`config.mk`:
```
export PLATFORM = sky130hd
export DESIGN_NAME = idr_sequencer
export DESIGN_NICKNAME = d
export VERILOG_FILES = /design/src/rtl/idr_pkg.sv /design/src/rtl/idr_sequencer.sv
export SDC_FILE = /design/constraint.sdc
export NUM_CORES = 1
export LEC_CHECK = 0
export ABC_AREA = 1
export BUFFER_PORTS_ARGS = -buffer_cell sky130_fd_sc_hd__clkbuf_2
export CAP_MARGIN = 20
export CORE_AREA = 8 8 45 47
export DETAILED_ROUTE_END_ITERATION = 16
export DIE_AREA = 0 0 53 55
export MAX_ROUTING_LAYER = met4
export SLEW_MARGIN = 0
export SYNTH_ARGS = -nofsm -noshare
export SYNTH_HDL_FRONTEND = slang
export SYNTH_SLANG_ARGS = --single-unit
```
`constraint.sdc`:
```
create_clock -name clk -period 1.6 [get_ports clk]
set_clock_uncertainty 0.2 [all_clocks]
set_input_delay 0.24 -clock clk [delete_from_list [all_inputs] [get_ports clk]]
set_output_delay 0.24 -clock clk [all_outputs]
set_load 0.005 [all_outputs]
```
`src/rtl/idr_pkg.sv`:
```
package idr_pkg;
    localparam int WORD_W = 16;

    typedef enum logic [2:0] {
        ST_IDLE,
        ST_RD0,
        ST_RD1,
        ST_LEAVE,
        ST_FIN
    } seq_state_t;

    typedef struct packed {
        logic [WORD_W-1:0] mfr;
        logic [WORD_W-1:0] dev;
    } id_pair_t;

    function automatic logic odd_ok(input logic [WORD_W-1:0] w);
        return ^w;
    endfunction
endpackage

```
`src/rtl/idr_sequencer.sv`:
```
module idr_sequencer
    import idr_pkg::*;
#(
    parameter int SETTLE = 3
) (
    input  logic clk,
    input  logic rst,
    input  logic start,
    output logic id_mode,
    output logic sel_hi,
    output logic take0,
    output logic take1,
    output logic clear,
    output logic done
);
    localparam int CNT_W = (SETTLE > 1) ? $clog2(SETTLE) : 1;
    localparam logic [CNT_W-1:0] LAST = CNT_W'(SETTLE - 1);

    seq_state_t     state;
    logic [CNT_W-1:0] cnt;
    logic           at_last;
    logic           accept;

    assign at_last = (cnt == LAST);
    assign accept  = start && (state == ST_IDLE || state == ST_FIN);

    always_ff @(posedge clk) begin
        if (rst) begin
            state <= ST_IDLE;
            cnt   <= '0;
        end else begin
            case (state)
                ST_IDLE, ST_FIN: begin
                    if (start) begin
                        state <= ST_RD0;
                        cnt   <= '0;
                    end
                end
                ST_RD0: begin
                    if (at_last) begin
                        state <= ST_RD1;
                        cnt   <= '0;
                    end else begin
                        cnt <= cnt + 1'b1;
                    end
                end
                ST_RD1: begin
                    if (at_last) begin
                        state <= ST_LEAVE;
                        cnt   <= '0;
                    end else begin
                        cnt <= cnt + 1'b1;
                    end
                end
                ST_LEAVE: state <= ST_FIN;
                default:  state <= ST_IDLE;
            endcase
        end
    end

    assign id_mode = (state == ST_RD0) || (state == ST_RD1);
    assign sel_hi  = (state == ST_RD1);
    assign take0   = (state == ST_RD0) && at_last;
    assign take1   = (state == ST_RD1) && at_last;
    assign clear   = accept;
    assign done    = (state == ST_FIN);

    // the select line is only high inside identify mode
    a_r2_sel_in_mode: assert property (@(posedge clk) disable iff (rst)
        sel_hi |-> id_mode);
    // done holds until a new start arrives
    a_r4_done_holds: assert property (@(posedge clk) disable iff (rst)
        (done && !start) |=> done);
    // each capture takes place with identify mode active
    a_r3_take_in_mode: assert property (@(posedge clk) disable iff (rst)
        (take0 || take1) |-> id_mode);
endmodule

```
# After elaboration in Yosys (flattened, before gate mapping)
# Index checks and enable logic that the tools add are counted.
# totals
regBits	5
output_inout_bits	6
wordCells	29
# op_classes
eq_ne	8
muxes	7
n_addsub	1
n_reduce_logical	11
# op_table
op	count
$pmux W3 S4	1
$mux W3	3
$eq A3 B2 Y1 const B	2
$mux W2	2
$ne A2 B2 Y1 const B	2
$pmux W2 S2	1
$reduce_or A2 Y1	2
$eq A3 B1 Y1 const B	1
$eq A3 B3 Y1 const B	1
$logic_and A1 B1 Y1	3
$logic_not A3 Y1	1
$reduce_and A3 Y1	1
$add A2 B1 Y2 const B	1
$eq A2 B2 Y1 const B	1
$logic_or A1 B1 Y1	2
$ne A2 B1 Y1 const B	1
$reduce_and A2 Y1	1
$reduce_bool A2 Y1	1

# Longest topological paths before layout
# depth
depth_word	4
depth_mapped	6
ltp_nobuf	6

# Least setup slack after synthesis
# OpenSTA, ideal clock, no wires.
# synth_path
kind	register to register
start	reg state[1]
end	reg state[0]
setup_time_ns	0.066
t_arrival_ns	0.843
stages_incl_launch_ff	7
slack_ns	0.491
path_buffers	0
synth_period_minus_slack_ns	1.109
cell_sequence	dfxtp_1 nor2_2 nand2_1 nand2_4 nand2_1 nand3_2 a21oi_2
# synth_between
elab_chain_len	4
word_cells_on_any_way	11
# synth_lines
item	line_no	source
start, declared	idr_sequencer.sv:19	seq_state_t state;
start signal, assigned	idr_sequencer.sv:29	state <= ST_IDLE;
start signal, assigned	idr_sequencer.sv:35	state <= ST_RD0;
start signal, assigned	idr_sequencer.sv:41	state <= ST_RD1;
$eq A3 B3 Y1 or $logic_not A3 Y1 (tied branches)	idr_sequencer.sv:32	case (state)
$reduce_or A2 Y1	idr_sequencer.sv:32	
$ne A2 B2 Y1 (no line)	-	
$reduce_and A3 Y1 (no line)	-	
# Parallel ways exist; a longest one is shown, timed or not.
# A chain may end at the register's enable or synchronous reset.

# Final worst setup path
# layout_path
start	reg state[1]
end	out id_mode
# layout_between
elab_chain_len	2
word_cells_on_any_way	3
# layout_lines
item	line_no	source
$eq A3 B1 Y1 or $eq A3 B2 Y1 (tied branches)	idr_sequencer.sv:61	assign id_mode = (state == ST_RD0) || (state == ST_RD1);
$logic_or A1 B1 Y1 (*)	idr_sequencer.sv:61	
end, declared	idr_sequencer.sv:9	output logic id_mode,
# Every way passes the cells marked *; elsewhere a longest branch is shown, timed or not.

==> results.py <==
metrics = {
    "run_status": {
        "status": "complete, no violations",
    },
    "placement": {
        "dp_hpwl_um": 541.6,
        "placed_area_um2": 350.3,
        "gp_congestion": 0.8271,
        "portBuffers": 8,
    },
    "die": {
        "start_util_pct": 20.98,
        "pin_count": 9,
        "core-area_mm2": 0.001384,
        "die_height_um": 55,
        "die_area_mm2": 0.002915,
        "die_w_um": 53,
        "rows": 14,
    },
    "cts": {
        "ctsHoldBuffers": 0,
        "clk_path_buf_depth": 2,
        "cts_root_buf": "clkbuf_4",
        "cts_setup_buffers": 0,
        "path_clk_slew_ns": 0.04,
        "tritoncts.num_buffers": 3,
        "htreeDepth": 1,
        "clkLatencyLatePin_ns": 0.24,
        "cts_tree": "built",
        "postCtsResizedCells": 0,
        "clock_sinks": 5,
    },
    "timing": {
        "fin_crit_sh_pct": 94.72,
        "setup_viol": 0,
        "worstMarginPinSlew_ns": 0.2112,
        "fmax_ghz": 0.6598,
        "timing.slew.headroom_pct": 85.90,
        "rsz0062_at_grt": "no",
        "maxSlewViolCount": 0,
        "setup_tns_ns": 0,
        "hold_viol": 0,
        "min_period_ns": 1.516,
        "worst_hold_slack_ns": 0.02166,
    },
    "yosys": {
        "ys_seq_area_share_pct": 34.48,
        "syn_avg_cell_area_um2": 6.597,
        "ys_seq_elements": 5,
        "synthDistinctLibCells": 12,
        "synth_warnings": 0,
        "postSynthCellCount": 44,
        "synth_fp_nets": 47,
        "synth_area_um2": 290.3,
    },
    "setup_path": {
        "path_class": "reg -> out",
        "cpPeakStageDelay_ns": 0.42,
        "cp_max_fo": 6,
        "end_kind": "output port",
        "start_kind": "flip-flop",
        "critPathBufInv": 1,
        "critical_path.top_delay_family": "flip-flops",
        "cpMaxStageDelayCell": "dfxtp_1",
        "crit_arrival_ns": 1.08,
        "cp.required_ns": 1.16,
        "crit_chain": "nand3_2 -> nand2_4 -> clkbuf_2",
    },
    "global_routing": {
        "grt_usage_pct": 5.859,
        "grtUsageMet1_pct": 5.327,
        "met2_usage_pct": 8.789,
        "use_met3_pct": 2.406,
        "overflow": 0,
        "grt_pass1_vias": 293,
        "grt_pass1_wl_um": 1145,
        "grt_start_max_net_pins": 7,
        "top_usage_layer": "met2",
        "antenna_found_initial": 0,
    },
    "power_and_ir_drop": {
        "p_clk_share_pct": 39.0,
        "pwr_density_cell_mw_per_mm2": 1021,
        "swShare_pct": 31.85,
        "p_total_uw": 387.2,
        "p_comb_share_pct": 23.1,
        "worst_ir_drop_vdd_mv": 0.4577,
        "seqPwrFrac_pct": 37.9,
        "power.leakage_nw": 0.1849,
        "switchingPower_uw": 123.3,
        "p_int_uw": 263.9,
    },
    "final_layout": {
        "layout_common_cells": "inv_1, clkbuf_2, nand2_1, nand3_1, dfxtp_1",
        "drive_above_1_share_pct": 33.93,
        "nNetsFinal": 60,
        "post-route-util_pct": 27.40,
        "final_common_cell": "inv_1",
        "areaGrowthSynthToFinish_pct": 30.60,
        "final_cell_area_um2": 379.1,
        "antenna_cells": 0,
    },
    "drt": {
        "dr.pass1.iters": 2,
        "antenna_violating_nets_post_route": 0,
        "drc": 0,
        "routed_via_density": 4.222,
        "drtIter0Drc": 6,
        "routedWlPerCell_um": 9.389,
        "via_count": 304,
        "wirelength_um": 676,
    },
    "worst_hold_path": {
        "worstHoldPathType": "in -> reg",
    },
    "run": {
        "maxCapViolations": 0,
    },
}
flip-flops by register name, indices dropped and copies added (netlist names):
signal,cells
cnt,2
state,3
cell type report:
class | count | area (um^2)
Clock buffer | 4 | 26.28
Multi-Input combinational cell | 28 | 151.4
Tap cell | 16 | 20.02
Fill cell | 159 | 1005
Timing Repair Buffer | 8 | 40.04
Inverter | 11 | 41.29
Sequential cell | 5 | 100.1
kinds of logic (layout without fill, tap and decap cells):
logic type / count (synthesis) / after routing / share of synthesized area [%]
AO/OA/AOI/OAI: 5 / 5 / 9.915
buffers and inverters: 11 / 23 / 14.22
flip-flops: 5 / 5 / 34.48
AND/OR/NAND/NOR: 23 / 23 / 41.38
power by group through the flow:
stage | clock (mW) | sequential, mW | combinational [mW]
floorplan | 0 | 0.146 | 0.0666
global placement | 0 | 0.148 | 0.0883
detailed placement | 0 | 0.148 | 0.0890
CTS | 0.157 | 0.146 | 0.0897
global route | 0.165 | 0.147 | 0.101
finish | 0.151 | 0.147 | 0.0895
metal layers:
metal	up-vias	wire length, um	part of all wire [%]
met2	7	332	49
met3	2	23	3.4
met4	0	19	2.8
met1	133	302	45
li1	162	-	-
met5	-	0	0
per-stage QoR:
step / instances / setup slack, ns
CTS: 72 / 0.07477
detailed placement: 68 / 0.3393
global route: 72 / 0.01620
global placement: 68 / 0.3588
finish: 72 / 0.08444
floorplan: 44 / 0.4915
worst reg2reg max path, stage by stage, from the launching register on:
cell and delay [ns]:
dfxtp_1 0.41, inv_2 0.07, nand3_2 0.13, nand2_4 0.09, nand2_1 0.07, nand3_2 0.07
a21oi_2 0.11
cells in the mapped netlist:
master   count  share of area, %
a21oi_1      4               6.9
a21oi_2      1               3.0
dfxtp_1      5                34
inv_1        9                12
inv_2        2               2.6
nand2_1      7               9.1
nand2_4      1               3.9
nand3_1      7                12
nand3_2      2               6.9
nand4_1      1               2.2
nor2_1       4               5.2
nor2_2       1               2.2
path summary, 6_finish.rpt:
check / startpoint / depth (start not counted) / to / slack (ns)
worst max register to register: state[0]$_SDFFE_PP0P_ / 6 / state[0]$_SDFFE_PP0P_ / 0.40
worst max-delay path: state[1]$_SDFFE_PP0P_ / 3 / id_mode / 0.08
worst min-delay path: rst / 2 / state[0]$_SDFFE_PP0P_ / 0.02
worst min register to register: cnt[0]$_SDFFE_PP0P_ / 2 / cnt[0]$_SDFFE_PP0P_ / 0.30
Power figures use the tool's default switching activity.
